==> config.mk <==
export PLATFORM = sky130hd
export DESIGN_NAME = mem_bus_arbiter
export DESIGN_NICKNAME = d
export VERILOG_FILES = /design/src/rtl/mba_pkg.sv /design/src/rtl/mba_eligible.sv /design/src/rtl/mba_pick.sv /design/src/rtl/mem_bus_arbiter.sv
export SDC_FILE = /design/constraint.sdc
export NUM_CORES = 1
export LEC_CHECK = 0
export ABC_CLOCK_PERIOD_IN_PS = 4900
export CAP_MARGIN = 20
export CORE_UTILIZATION = 40
export DETAILED_ROUTE_END_ITERATION = 8
export DONT_BUFFER_PORTS = 1
export SLEW_MARGIN = 20
export SYNTH_ARGS = -nofsm -noshare
export SYNTH_HDL_FRONTEND = slang
export SYNTH_HIERARCHICAL = 1
export SYNTH_SLANG_ARGS = --single-unit
==> constraint.sdc <==
create_clock -name clk -period 4.9 [get_ports clk]
set_input_delay 0.245 -clock clk [delete_from_list [all_inputs] [get_ports clk]]
set_output_delay 0.245 -clock clk [all_outputs]
set_load 0.05 [all_outputs]
==> src/rtl/mba_pkg.sv <==
package mba_pkg;
    localparam int DEF_CLIENTS    = 7;
    localparam int DEF_BANKS      = 8;
    localparam int DEF_SLOW_BANKS = 6;
    localparam int DEF_SLOW_LAT   = 5;
    localparam int DEF_FAST_LAT   = 4;
    localparam int DEF_SLOW_BUSY  = 7;
    localparam int DEF_FAST_BUSY  = 4;

    function automatic int max2(input int a, input int b);
        return (a > b) ? a : b;
    endfunction
endpackage

==> src/rtl/mba_eligible.sv <==
module mba_eligible #(
    parameter int NUM_BANKS  = 8,
    parameter int SLOW_BANKS = 6,
    parameter int SLOW_LAT   = 5,
    parameter int FAST_LAT   = 4,
    parameter int CNT_W      = 3,
    parameter int RING_DEPTH = 7,
    localparam int BANK_W    = $clog2(NUM_BANKS)
) (
    input  logic                       want,
    input  logic [BANK_W-1:0]          target,
    input  logic [NUM_BANKS*CNT_W-1:0] bank_cnt,
    input  logic [RING_DEPTH-1:0]      slot_taken,
    output logic                       eligible
);
    logic [CNT_W-1:0] cnt_sel;
    logic             is_slow;
    logic             slot_busy;

    always_comb begin
        cnt_sel   = bank_cnt[target*CNT_W +: CNT_W];
        is_slow   = (target < BANK_W'(SLOW_BANKS));
        // The address cycle is one cycle ahead, so the slot sits at latency + 1.
        slot_busy = is_slow ? slot_taken[SLOW_LAT+1] : slot_taken[FAST_LAT+1];
        eligible  = want && (cnt_sel <= CNT_W'(1)) && !slot_busy;
    end
endmodule

==> src/rtl/mba_pick.sv <==
module mba_pick #(
    parameter int N = 7
) (
    input  logic [N-1:0] elig,
    input  logic [N-1:0] urgent,
    output logic [N-1:0] win
);
    logic [N-1:0] hot;
    logic [N-1:0] pool;

    always_comb begin
        hot  = elig & urgent;
        pool = (|hot) ? hot : elig;
        win  = pool & (~pool + N'(1));
    end
endmodule

==> src/rtl/mem_bus_arbiter.sv <==
module mem_bus_arbiter
    import mba_pkg::*;
#(
    parameter int NUM_CLIENTS = DEF_CLIENTS,
    parameter int NUM_BANKS   = DEF_BANKS,
    parameter int SLOW_BANKS  = DEF_SLOW_BANKS,
    parameter int SLOW_LAT    = DEF_SLOW_LAT,
    parameter int FAST_LAT    = DEF_FAST_LAT,
    parameter int SLOW_BUSY   = DEF_SLOW_BUSY,
    parameter int FAST_BUSY   = DEF_FAST_BUSY,
    localparam int BANK_W     = $clog2(NUM_BANKS),
    localparam int CNT_W      = $clog2(max2(SLOW_BUSY, FAST_BUSY) + 1),
    localparam int RING_DEPTH = max2(SLOW_LAT, FAST_LAT) + 2
) (
    input  logic                          clk,
    input  logic                          rst_n,
    input  logic [NUM_CLIENTS-1:0]        req_i,
    input  logic [NUM_CLIENTS*BANK_W-1:0] bank_i,
    input  logic [NUM_CLIENTS-1:0]        urgent_i,
    output logic [NUM_CLIENTS-1:0]        grant_o,
    output logic                          addr_valid_o,
    output logic [BANK_W-1:0]             addr_bank_o,
    output logic                          data_valid_o,
    output logic [NUM_CLIENTS-1:0]        data_grant_o,
    output logic [NUM_BANKS-1:0]          bank_busy_o
);
    typedef struct packed {
        logic [NUM_CLIENTS-1:0]                 grant;
        logic [BANK_W-1:0]                      abank;
        logic [NUM_BANKS-1:0][CNT_W-1:0]        cnt;
        logic [RING_DEPTH-1:0][NUM_CLIENTS-1:0] slot;
    } state_t;

    state_t st_q, st_d;

    logic [NUM_BANKS*CNT_W-1:0] cnt_flat;
    logic [RING_DEPTH-1:0]      taken;
    logic [NUM_CLIENTS-1:0]     elig;
    logic [NUM_CLIENTS-1:0]     win;

    always_comb begin
        cnt_flat = st_q.cnt;
        for (int k = 0; k < RING_DEPTH; k++) begin
            taken[k] = |st_q.slot[k];
        end
    end

    for (genvar c = 0; c < NUM_CLIENTS; c++) begin : g_client
        mba_eligible #(
            .NUM_BANKS (NUM_BANKS),
            .SLOW_BANKS(SLOW_BANKS),
            .SLOW_LAT  (SLOW_LAT),
            .FAST_LAT  (FAST_LAT),
            .CNT_W     (CNT_W),
            .RING_DEPTH(RING_DEPTH)
        ) u_elig (
            .want      (req_i[c]),
            .target    (bank_i[c*BANK_W +: BANK_W]),
            .bank_cnt  (cnt_flat),
            .slot_taken(taken),
            .eligible  (elig[c])
        );
    end

    mba_pick #(.N(NUM_CLIENTS)) u_pick (
        .elig  (elig),
        .urgent(urgent_i),
        .win   (win)
    );

    always_comb begin
        st_d       = st_q;
        st_d.grant = win;
        st_d.abank = '0;
        for (int c = 0; c < NUM_CLIENTS; c++) begin
            if (win[c]) begin
                st_d.abank = bank_i[c*BANK_W +: BANK_W];
            end
        end
        for (int b = 0; b < NUM_BANKS; b++) begin
            st_d.cnt[b] = (st_q.cnt[b] != '0) ? st_q.cnt[b] - CNT_W'(1) : '0;
        end
        for (int k = 0; k < RING_DEPTH - 1; k++) begin
            st_d.slot[k] = st_q.slot[k+1];
        end
        st_d.slot[RING_DEPTH-1] = '0;
        if (|win) begin
            if (st_d.abank < BANK_W'(SLOW_BANKS)) begin
                st_d.cnt[st_d.abank] = CNT_W'(SLOW_BUSY);
                st_d.slot[SLOW_LAT]  = win;
            end else begin
                st_d.cnt[st_d.abank] = CNT_W'(FAST_BUSY);
                st_d.slot[FAST_LAT]  = win;
            end
        end
    end

    always_ff @(posedge clk or negedge rst_n) begin
        if (!rst_n) begin
            st_q <= '0;
        end else begin
            st_q <= st_d;
        end
    end

    always_comb begin
        grant_o      = st_q.grant;
        addr_valid_o = |st_q.grant;
        addr_bank_o  = st_q.abank;
        data_grant_o = st_q.slot[0];
        data_valid_o = |st_q.slot[0];
        for (int b = 0; b < NUM_BANKS; b++) begin
            bank_busy_o[b] = (st_q.cnt[b] != '0);
        end
    end

    assert_grant_onehot_R2: assert property (@(posedge clk) disable iff (!rst_n)
        $onehot0(grant_o));

    assert_grant_requested_R2: assert property (@(posedge clk) disable iff (!rst_n)
        (grant_o != '0) |-> ((grant_o & ~$past(req_i)) == '0));

    assert_data_owner_single_R3: assert property (@(posedge clk) disable iff (!rst_n)
        $onehot0(data_grant_o) && (data_valid_o == (data_grant_o != '0)));

    assert_bank_busy_on_addr_R5: assert property (@(posedge clk) disable iff (!rst_n)
        addr_valid_o |-> bank_busy_o[addr_bank_o]);

    assert_no_back_to_back_R6: assert property (@(posedge clk) disable iff (!rst_n)
        addr_valid_o |=> !(addr_valid_o && (addr_bank_o == $past(addr_bank_o))));

    assert_quiet_when_idle_R10: assert property (@(posedge clk) disable iff (!rst_n)
        (req_i == '0) |=> (grant_o == '0));
endmodule

# After elaboration in Yosys (flattened, before gate mapping)
# Cells that the tools add are included.
[op_classes] magnitude_cmp=17 muxes=30 bitwise=7 n_addsub=9 n_shift=7 n_mul=7 reduce_logical=35
[ops] cell="$shiftx 24x6->3" n=7
[ops] cell="$mux 24" n=2
[ops] cell="$mux 3" n=16
[ops] cell="$mul 3x2->5 const B" n=7
[ops] cell="$reduce_or 7->1" n=5
[ops] cell="$lt 3x3->1 const B" n=8
[ops] cell="$or 24x24->24" n=1
[ops] cell="$reduce_bool 3->1" n=8
[ops] cell="$sub 3x1->3 const B" n=8
[ops] cell="$le 3x1->1 const B" n=7
[ops] cell="$mux 7" n=3
[ops] cell="$and 16x16->16" n=1
[ops] cell="$not 16->16" n=1
[ops] cell="$logic_and 1x1->1" n=15
[ops] cell="$and 7x7->7" n=2
[ops] cell="$mux 14" n=1
[ops] cell="$demux 3 s3" n=1
[ops] cell="$or 8x8->8" n=1
[ops] cell="$add 7x1->7 const B" n=1
[ops] cell="$logic_not 1->1" n=7
[ops] cell="$mux 1" n=7
[ops] cell="$not 7->7" n=1
[ops] cell="$lt 3x4->1 const B" n=1
[ops] cell="$ge 3x1->1 const B" n=1
[totals] reg_bits=76

# Longest topological paths before layout
# Gate-level depths: netlist of the first run.
[logic_depth] ltp_word=26 ltp_mapped=16 mapped_depth_nobuf=15

# Hierarchy
# The synthesis of the first run kept the hierarchy.
[by_module_without_submodules] module="mem_bus_arbiter" n_inst=1 area_per_inst_um2=3041.7 cells_each=254 seq_area_each_um2=1901.8
[by_module_without_submodules] module="mba_eligible" n_inst=7 area_per_inst_um2=101.3 cells_each=17 seq_area_each_um2=0.0
[by_module_without_submodules] module="mba_pick" n_inst=1 area_per_inst_um2=177.7 cells_each=24 seq_area_each_um2=0.0

# Worst setup path before layout of the first run
# Ideal clock, no wire load.
[synth_path] kind="register to register" startpoint="register st_q[36] (netlist bit)" endpoint="register st_q, in the netlist st_d[21]" synth_period_minus_slack_ns=4.331 path_stages_with_launch=15 setup_ns=0.125 required_time_ns=4.775 arrival_time_ns=4.207 slack_ns=0.569 path_cell_list="dfrtp_1 nor4_1 nand2_1 nand2b_1 o32ai_1 a32o_2 a222oi_1 a32o_2 a221o_2 nor4_1 nor2b_1 a221o_1 a2bb2oi_2 nor3b_4 mux2_2"
[synth_lines] item="start: declaration" line_no="mem_bus_arbiter.sv:34" source="state_t st_q, st_d;"
[synth_lines] item="start signal: assignment" line_no="mem_bus_arbiter.sv:102" source="st_q <= st_d;"

==> results of run 1 <==
==> registers in the layout, summed over array words and instances, names as in the netlist <==
signal and flops:
cnt_flat 24, addr_bank_o 3, st_q 7, grant_o 7
st_d 28, data_grant_o 7
==> how the worst max path moves through the flow <==
stage                     startpoint                  to  slack (ps)  cells after the start
5_1_grt           st_q[36]$_DFF_PN0_  st_d[22]$_DFF_PN0_          90                     15
6_report          st_q[36]$_DFF_PN0_  st_d[22]$_DFF_PN0_         360                     15
3_3_place_gp   cnt_flat[7]$_DFF_PN0_  st_d[22]$_DFF_PN0_         420                     14
2_1_floorplan     st_q[36]$_DFF_PN0_  st_d[21]$_DFF_PN0_         570                     14
4_1_cts           st_q[36]$_DFF_PN0_  st_d[22]$_DFF_PN0_         360                     15
3_5_place_dp      st_q[36]$_DFF_PN0_  st_d[24]$_DFF_PN0_         390                     15
==> report_power, final <==
| group | internal, mW | total [mW] | switching [mW] |
|---|---|---|---|
| combinational | 0.388 | 1.10 | 0.713 |
| sequential | 0.807 | 1.13 | 0.326 |
| clock | 0.197 | 0.464 | 0.267 |
==> per-stage QoR <==
stage,area (um2),total power [mW],std cells
6_report,4220,2.70,531
5_1_grt,4220,2.86,531
2_1_floorplan,3920,2.01,398
3_5_place_dp,3970,2.23,511
3_3_place_gp,3970,2.20,511
4_1_cts,4220,2.71,531
==> per-layer routing <==
| metal | part of all wire (%) | vias up | track usage, % | wire length (um) |
|---|---|---|---|---|
| met2 | 47 | 103 | 31.0 | 4470 |
| met5 | 0 | - | 0 | 0 |
| met4 | 1.8 | 0 | 7.58 | 173 |
| met1 | 43 | 1431 | 25.8 | 4150 |
| li1 | - | 1402 | - | - |
| met3 | 8.2 | 10 | 5.71 | 787 |
==> layout make-up <==
class                   count  area share, %
clock buffers               9           2.94
well taps                 129           3.83
repair buffers             11           2.61
multi-input cells         274           41.7
clock inverters             7           1.54
inverters                  25           2.23
flip-flops and latches     76           45.1
==> cell usage in the layout (no fill, tap or decap), types with 9 or more instances in the layout <==
cell type / instances
dfrtp_1: 76
a21oi_1: 35
nor3b_1: 10
nor2_1: 40
ha_1: 10
nand2_1: 18
conb_1: 14
nor3_1: 27
inv_1: 25
clkbuf_8: 9
o32ai_1: 9
a211oi_1: 9
==> timing repair <==
action / in CTS / in global routing
hold buffers: 4 / 0
endpoints found under the hold margin: 77 / 0
gates resized for setup: 0 / 0
buffers inserted: 0 / 0
==> impl_results.md, run 1 <==
- Setup violators final: 0
- Worst path buffer plus inverter count: 1
- Setup ws final: 361 ps
- Drt wl/cell: 18.0 um
- Fin Hold WS: 43.6 ps
- Tmin final: 4540 ps
- Synthesized area: 3870 um2
- Clock Sinks: 76
- Worst-margin pin slew: 699 ps
- Diode count: 0
- Hold Path Depth: 2
- # nets final: 444
- Critical path required time: 5130 ps
- Hold path endpoint: st_d[27]$_DFF_PN0_
- Share of layout cells above drive strength 1: 14.4%
- Starting Density: 41.7%
- Final setup TNS: 0 ps
- Clock Skew: 13.6 ps
- # port buffers: 0
- Drt first-iter violations: 173
- Reg area: 1900 um2
- Worst slew margin: 53.2%
- Unrepaired setup endpoints after global routing: no
- Final design utilization: 45.4%
- Element type at the critical path end: flop
- Largest delay share family, worst path: simple AND/OR/NAND/NOR gates
- Fillers: 915
- Largest net degree at the start of global routing: 77
- Hpwl dp: 6850 um
- Max-slew violations: 0
- Worst r2r src: st_q[36]$_DFF_PN0_
- Worst Hold Launch: bank_i[19]
- CP max FO: 14
- Worst path arrival time: 4770 ps
- Final Hold Vio Count: 0
- Clk pin slew, worst setup/hold paths: 90 ps
- Static Leakage: 1.92 nW
- Status: completed
- Via-to-Cell Ratio: 5.55
- Routed WL: 9580 um
- Syn Area/Cell: 10.0 um2
- Setup crit start kind: flop
- Hold Path Class: in2reg
- Vias in the first global route: 2845
- Initial antenna violation count: 0
- Slowest-stage cell, CP: nor3b_4
- Worst VDD drop: 245 uV
- Vias: 2946
- # H-tree levels: 3
- Drt pass-1 iters: 7
- CTS Root Cell: clkbuf_8
- Setup CP Type: reg2reg
- Die Span X: 100 um
- Gr usage total: 19.7%
- Die area: 10100 um2
- Tcrit/Tclk final: 92.6%
- Post-route ant nets: 0
- IO Count: 64
- GP Congestion: 0.902
- Max_cap viols: 0
- Max Fclk: 220 MHz
- Syn Inst Count: 385
- Congestion Overflow GR: 0
- Area Overhead vs Synth: 8.96%
- Cell Rows: 35
- Worst path max stage delay: 510 ps
- Clock tree buffer depth: 2
- Synthesis warning total: 6
- CTS tree: yes
- CTS Buf Count: 9
- Dpl ws: 394 ps
- Worst reg2reg setup slack: 360 ps
- Worst path cell trace: nor4_1, nand2_1, nand2b_1, o32ai_1, a32o_2, a222oi_1, a32o_2, a221o_2, nor3b_2, nor2b_1, a22o_1, a311oi_1, buf_4, nor3b_4, mux2_2
- Clock Latency Late Sink: 350 ps
- Multi-input gate area: 1760 um2
- Top cell by count, worst path: a32o_2
- DR DRC count: 0
- Core outline area: 9280 um2
- R2R depth: 15
- Worst reg2reg endpoint: st_d[22]$_DFF_PN0_
- Die Y: 100 um
- PD cells: 640 nW/um2
- First-pass GRT wire length: 14900 um
No activity file was read; power rests on OpenSTA's default activity.
==> run 2, diff against run 1 <==
- CORE_ASPECT_RATIO: default -> 0.6
==> run 2 against run 1 <==
- hold slack worse by 36 ps
- register-to-register slack worse by 20 ps
- clock skew shrank 5.4 ps
- setup slack worse by 18 ps
- largest power group unchanged
==> impl_results.md, run 2 (synthesis results as in run 1) <==
- Status: completed (unchanged)
- Worst path cell trace: nor4_1, nand2_1, nand2b_1, o32ai_1, a32o_2, a222oi_1, a32o_2, a221o_2, nor3b_2, nor2b_1, a22o_1, a311oi_1, buf_4, nor3b_4, buf_12, mux2_2 (was nor4_1, nand2_1, nand2b_1, o32ai_1, a32o_2, a222oi_1, a32o_2, a221o_2, nor3b_2, nor2b_1, a22o_1, a311oi_1, buf_4, nor3b_4, mux2_2)
- Setup crit start kind: flop (unchanged)
- PD cells: 682 nW/um2 (was 640 nW/um2)
- Worst path buffer plus inverter count: 2 (was 1)
- Die Y: 78.2 um (was 100 um)
- Max-slew violations: 0 (unchanged)
- Static Leakage: 1.99 nW (was 1.92 nW)
- Die Span X: 129 um (was 100 um)
- Drt wl/cell: 19.1 um (was 18.0 um)
- Max_cap viols: 0 (unchanged)
- Most common cell after layout, fill and taps aside: dfrtp_1 (unchanged)
- Total chip power: 2.98 mW (was 2.70 mW)
- Worst-margin pin slew: 723 ps (was 699 ps)
- Setup ws final: 344 ps (was 361 ps)
- Gr usage total: 21.4% (was 19.7%)
- Clock Latency Late Sink: 340 ps (was 350 ps)
- GP Congestion: 0.923 (was 0.902)
- # nets final: 445 (was 444)
- CTS tree: yes (unchanged)
- Setup violators final: 0 (unchanged)
- Tmin final: 4560 ps (was 4540 ps)
- Clock Skew: 8.23 ps (was 13.6 ps)
- Vias: 3035 (was 2946)
- Routed WL: 10200 um (was 9580 um)
- Max Fclk: 219 MHz (was 220 MHz)
- Worst path arrival time: 4780 ps (was 4770 ps)
- Largest delay share family, worst path: compound AO/OA/AOI/OAI gates (was simple AND/OR/NAND/NOR gates)
- Cell Rows: 27 (was 35)
- Share of layout cells above drive strength 1: 15.6% (was 14.4%)
- Top cell by count, worst path: a32o_2 (unchanged)
- DP Area: 3980 um2 (was 3970 um2)
- Dpl ws: 330 ps (was 394 ps)
- Tcrit/Tclk final: 93.0% (was 92.6%)
- Area Overhead vs Synth: 12.8% (was 8.96%)
- Vias in the first global route: 2791 (was 2845)
- Clock Sinks: 76 (unchanged)
- Starting Density: 41.6% (was 41.7%)
- CTS Root Cell: clkbuf_16 (was clkbuf_8)
- Most frequent cells in the layout: dfrtp_1, nor2_1, a21oi_1 (unchanged)
- First-pass GRT wire length: 15800 um (was 14900 um)
- Largest net degree at the start of global routing: 77 (unchanged)
- Congestion Overflow GR: 0 (unchanged)
- Slowest-stage cell, CP: dfrtp_1 (was nor3b_4)
- Clock tree buffer depth: 2 (unchanged)
- Drt pass-1 iters: 5 (was 7)
- Hold Path Class: in2reg (unchanged)
- # H-tree levels: 3 (unchanged)
- CP max FO: 11 (was 14)
- Unrepaired setup endpoints after global routing: no (unchanged)
- Diode count: 0 (unchanged)
- Drt first-iter violations: 306 (was 173)
- Hpwl dp: 7500 um (was 6850 um)
- Worst path max stage delay: 380 ps (was 510 ps)
- # port buffers: 0 (unchanged)
- DR DRC count: 0 (unchanged)
- Worst slew margin: 51.6% (was 53.2%)
- Max reg flops: 28 (unchanged)
- CTS Buf Count: 9 (unchanged)
- IO Count: 64 (unchanged)
- Final setup TNS: 0 ps (unchanged)
- Core outline area: 9290 um2 (was 9280 um2)
- Final Hold Vio Count: 0 (unchanged)
- Element type at the critical path end: flop (unchanged)
- Die area: 10100 um2 (about the same)
- Setup CP Type: reg2reg (unchanged)
- Worst VDD drop: 304 uV (was 245 uV)
- Clk pin slew, worst setup/hold paths: 70 ps (was 90 ps)
- Initial antenna violation count: 0 (unchanged)
- Critical path required time: 5120 ps (was 5130 ps)
- Post-route cell area: 4360 um2 (was 4220 um2)
- Post-route ant nets: 0 (unchanged)
- Via-to-Cell Ratio: 5.69 (was 5.55)
-- run 2: cell types whose count changed in the layout (fill, tap and decap cells not counted) --
cell,before,now
buf_12,0,1
buf_4,7,9
bufinv_16,0,1
clkbuf_16,0,9
clkbuf_8,9,0
clkinvlp_4,1,0
dlygate4sd3_1,3,1
nor2_1,40,39
nor2_2,0,1
nor4_1,5,4
nor4_2,0,1
-- run 2: what timing repair did --
| action | CTS | global route |
|---|---|---|
| buffers inserted | 0 | 2 |
| endpoints found under the setup margin | 0 | 17 |
| hold endpoints to repair | 76 | 0 |
| gates resized for setup | 0 | 2 |
| hold buffers | 2 | 0 |
-- run 2: worst paths after layout --
kind	slack, ps	start	to	cells past startpoint
setup reg to reg	340	st_q[35]$_DFF_PN0_	st_d[26]$_DFF_PN0_	16
hold reg to reg	350	st_d[16]$_DFF_PN0_	st_d[9]$_DFF_PN0_	0
max in group asynchronous	4130	rst_n	cnt_flat[5]$_DFF_PN0_	2
setup / recovery	340	st_q[35]$_DFF_PN0_	st_d[26]$_DFF_PN0_	16
min in group asynchronous	450	rst_n	st_d[2]$_DFF_PN0_	2
hold / removal	7	bank_i[19]	st_q[41]$_DFF_PN0_	1
-- run 2: area by class of cell --
cell class / instances / area (um2)
fillers: 850 / 4930
inverters: 25 / 93.8
flip-flops and latches: 76 / 1900
clock inverters: 7 / 87.6
multi-input cells: 274 / 1770
repair buffers: 12 / 125
clock buffers: 9 / 225
well taps: 130 / 163
-- run 2: layer usage --
layer  part of all wire [%]  vias to the layer above  global-route usage, %
met1                     50                     1490                   33.5
met3                     12                        9                   7.77
li1                       -                     1401                      -
met5                      0                        -                      0
met2                     38                      135                   27.0
met4                   0.58                        0                   5.06
-- run 2: power by group --
group | total (mW) | switching, mW | internal (mW)
Combinational | 1.14 | 0.735 | 0.406
Sequential | 1.15 | 0.339 | 0.808
Clock | 0.690 | 0.282 | 0.408
-- run 2: stage by stage --
stage | hold WS (ps) | util (%) | cells
global placement | -49.1 | 42.8 | 513
detailed placement | -49.2 | 42.8 | 513
CTS | 1.35 | 46.6 | 531
global route | 10.2 | 47.0 | 533
finish | 7.36 | 47.0 | 533
floorplan | -50.6 | - | 398
==> run 3, diff against run 2 <==
- ABC_AREA: default -> 1
==> run 3 against run 2 <==
- clock power decreased by 1%
- via count increased by 25%
- clock skew about the same
- non-clock buffer count decreased by 10
- sequential cell count unchanged
- setup slack improved by 250 ps
- combinational power increased by 9%
- sequential share of layout area decreased by 3.4 points
- highest routed layer unchanged
- sequential power increased by 9%
- global-route usage increased by 0.31 points
- clock-buffer cell count increased by 1
- final area increased by 8.5%
==> impl_results.md, run 3 <==
- Status: completed (unchanged)
- Clock tree buffer depth: 2 (unchanged)
- Starting Density: 41.1% (was 41.6%)
- CTS Root Cell: clkbuf_16 (unchanged)
- # port buffers: 0 (unchanged)
- Worst-margin pin slew: 796 ps (was 723 ps)
- Net Sw Frac: 49.2% (was 45.5%)
- Syn Area/Cell: 7.23 um2 (was 10.0 um2)
- Critical path required time: 5110 ps (was 5120 ps)
- Drt pass-1 iters: 5 (unchanged)
- Setup violators final: 0 (unchanged)
- Worst reg2reg endpoint: st_q[40]$_DFF_PN0_ (was st_d[26]$_DFF_PN0_)
- Worst slew margin: 46.5% (was 51.6%)
- Max-slew violations: 0 (unchanged)
- Setup crit start kind: flop (unchanged)
- PD cells: 669 nW/um2 (was 682 nW/um2)
- Element type at the critical path end: flop (unchanged)
- Fillers: 1038 (was 850)
- CTS Buf Count: 9 (unchanged)
- Worst path arrival time: 4520 ps (was 4780 ps)
- Setup CP Type: reg2reg (unchanged)
- GP Congestion: 0.935 (was 0.923)
- Max reg flops: 28 (unchanged)
- CP max FO: 11 (unchanged)
- Psw: 1.56 mW (was 1.36 mW)
- Initial antenna violation count: 0 (unchanged)
- Most frequent cells in the layout: nand2_1, nor2_1, dfrtp_1 (was dfrtp_1, nor2_1, a21oi_1)
- Hold path endpoint: st_d[27]$_DFF_PN0_ (was st_q[41]$_DFF_PN0_)
- CTS tree: yes (unchanged)
- Largest net degree at the start of global routing: 77 (unchanged)
- Worst VDD drop: 289 uV (was 304 uV)
- Combinational Power Share: 39.0% (was 38.3%)
- Drt wl/cell: 15.5 um (was 19.1 um)
- Die Y: 82.7 um (was 78.2 um)
- Die Span X: 136 um (was 129 um)
- Synthesis warning total: 6 (unchanged)
- Unrepaired setup endpoints after global routing: no (unchanged)
- Final design utilization: 44.9% (was 47.0%)
- Core outline area: 10600 um2 (was 9290 um2)
- Drt first-iter violations: 411 (was 306)
- R2R depth: 21 (was 16)
- Die area: 11300 um2 (was 10100 um2)
- # nets final: 647 (was 445)
- Post-route cell area: 4740 um2 (was 4360 um2)
- Max Fclk: 232 MHz (was 219 MHz)
- Synthesized area: 4340 um2 (was 3870 um2)
- Most common cell after layout, fill and taps aside: nand2_1 (was dfrtp_1)
- Clock Sinks: 76 (unchanged)
- Clk network pwr share: 21.5% (was 23.2%)
- Congestion Overflow GR: 0 (unchanged)
- Routed WL: 11600 um (was 10200 um)
- Final setup TNS: 0 ps (unchanged)
- First-pass GRT wire length: 18000 um (was 15800 um)
- Gr usage total: 21.7% (was 21.4%)
- IO Count: 64 (unchanged)
- Clock Skew: 7.98 ps (was 8.23 ps)
- Max_cap viols: 0 (unchanged)
- Hold Path Class: in2reg (unchanged)
- Worst r2r src: st_q[38]$_DFF_PN0_ (was st_q[35]$_DFF_PN0_)
- Total chip power: 3.17 mW (was 2.98 mW)
- Syn Inst Count: 600 (was 385)
- Post-route ant nets: 0 (unchanged)
- Final Hold Vio Count: 0 (unchanged)
- Hpwl dp: 8790 um (was 7500 um)
- Hold Path Depth: 2 (was 1)
- Worst Hold Launch: bank_i[20] (was bank_i[19])
- Static Leakage: 2.59 nW (was 1.99 nW)
- Postcts setup bufs: 0 (unchanged)
- Vias in the first global route: 3373 (was 2791)
- Tcrit/Tclk final: 87.8% (was 93.0%)
- Worst reg2reg setup slack: 600 ps (was 340 ps)
- Share of layout cells above drive strength 1: 13.2% (was 15.6%)
- DP Area: 4390 um2 (was 3980 um2)
- # H-tree levels: 3 (unchanged)
- Via-to-Cell Ratio: 5.09 (was 5.69)
- Tmin final: 4300 ps (was 4560 ps)
- Placed Cells: 726 (was 513)
- Vias: 3790 (was 3035)
- Power Internal: 1.61 mW (was 1.62 mW)
- Cell Rows: 29 (was 27)
- Layout Cells excl Fill: 745 (was 533)
- Resize count post-CTS: 0 (unchanged)
- DR DRC count: 0 (unchanged)
- Sequential power share: 39.4% (was 38.5%)
- Clk pin slew, worst setup/hold paths: 60 ps (was 70 ps)
- Area Overhead vs Synth: 9.17% (was 12.8%)
- Clock Latency Late Sink: 330 ps (was 340 ps)
run 3: critical path, cell delays in order, from the launching register on:
cell and delay (ps):
dfrtp_1 380, nor4_1 270, nand2_1 270, nand3_1 190, and3_1 180, nand2_1 60, nor2_1 230, nand2_1 120
inv_1 100, nor2_4 70, nand3_2 80, nand2_2 110, nor2_2 170, inv_1 80, nor2_1 410, a21oi_1 140
nand2_1 110, nand2_1 80, a21oi_2 570, nand2_2 310, inv_2 210, nor2_1 70
run 3: area by class of cell:
class / instances / area [um2] / share of cell area, %
Inverter: 113 / 424 / 8.95
Antenna cell: 1 / 2.50 / 0.0528
Timing Repair Buffer: 2 / 37.5 / 0.792
Multi-Input combinational cell: 398 / 1890 / 39.8
Tap cell: 139 / 174 / 3.67
Clock buffer: 10 / 239 / 5.04
Sequential cell: 76 / 1900 / 40.1
Clock inverter: 6 / 72.6 / 1.53
run 3: worst max path at each step:
| stage | startpoint | to |
|---|---|---|
| 2_1_floorplan | st_q[38]$_DFF_PN0_ | cnt_flat[12]$_DFF_PN0_ |
| 3_3_place_gp | st_q[38]$_DFF_PN0_ | st_q[39]$_DFF_PN0_ |
| 3_5_place_dp | st_q[40]$_DFF_PN0_ | st_q[40]$_DFF_PN0_ |
| 4_1_cts | st_q[38]$_DFF_PN0_ | st_q[40]$_DFF_PN0_ |
| 5_1_grt | st_q[38]$_DFF_PN0_ | st_q[40]$_DFF_PN0_ |
| 6_report | st_q[38]$_DFF_PN0_ | st_q[40]$_DFF_PN0_ |
run 3: stage by stage:
stage,setup WS (ps),hold WS (ps)
after floorplan,1990,-50.6
after global placement,928,-48.8
after detailed placement,774,-49.2
after CTS,737,69.2
after global routing,266,69.4
final,598,79.0
run 3: power by group through the flow:
stage          clock network, mW  logic, mW  registers, mW
3_3_place_gp                   0       1.17           1.25
6_report                   0.682       1.24           1.25
5_1_grt                    0.725       1.38           1.28
2_1_floorplan                  0       1.22           1.01
4_1_cts                    0.699       1.23           1.24
3_5_place_dp                   0       1.21           1.26
run 3: routing by layer:
layer | GRT usage [%] | part of all wire, % | vias to the layer above
li1 | - | - | 1819
met1 | 32.0 | 49 | 1759
met2 | 29.4 | 38 | 200
met3 | 7.88 | 13 | 12
met4 | 5.33 | 1.0 | 0
met5 | 0 | 0 | -
run 3: what timing repair did:
action / CTS / global route
hold endpoints to repair: 76 / 0
hold buffers: 2 / 0
endpoints found under the setup margin: 0 / 0
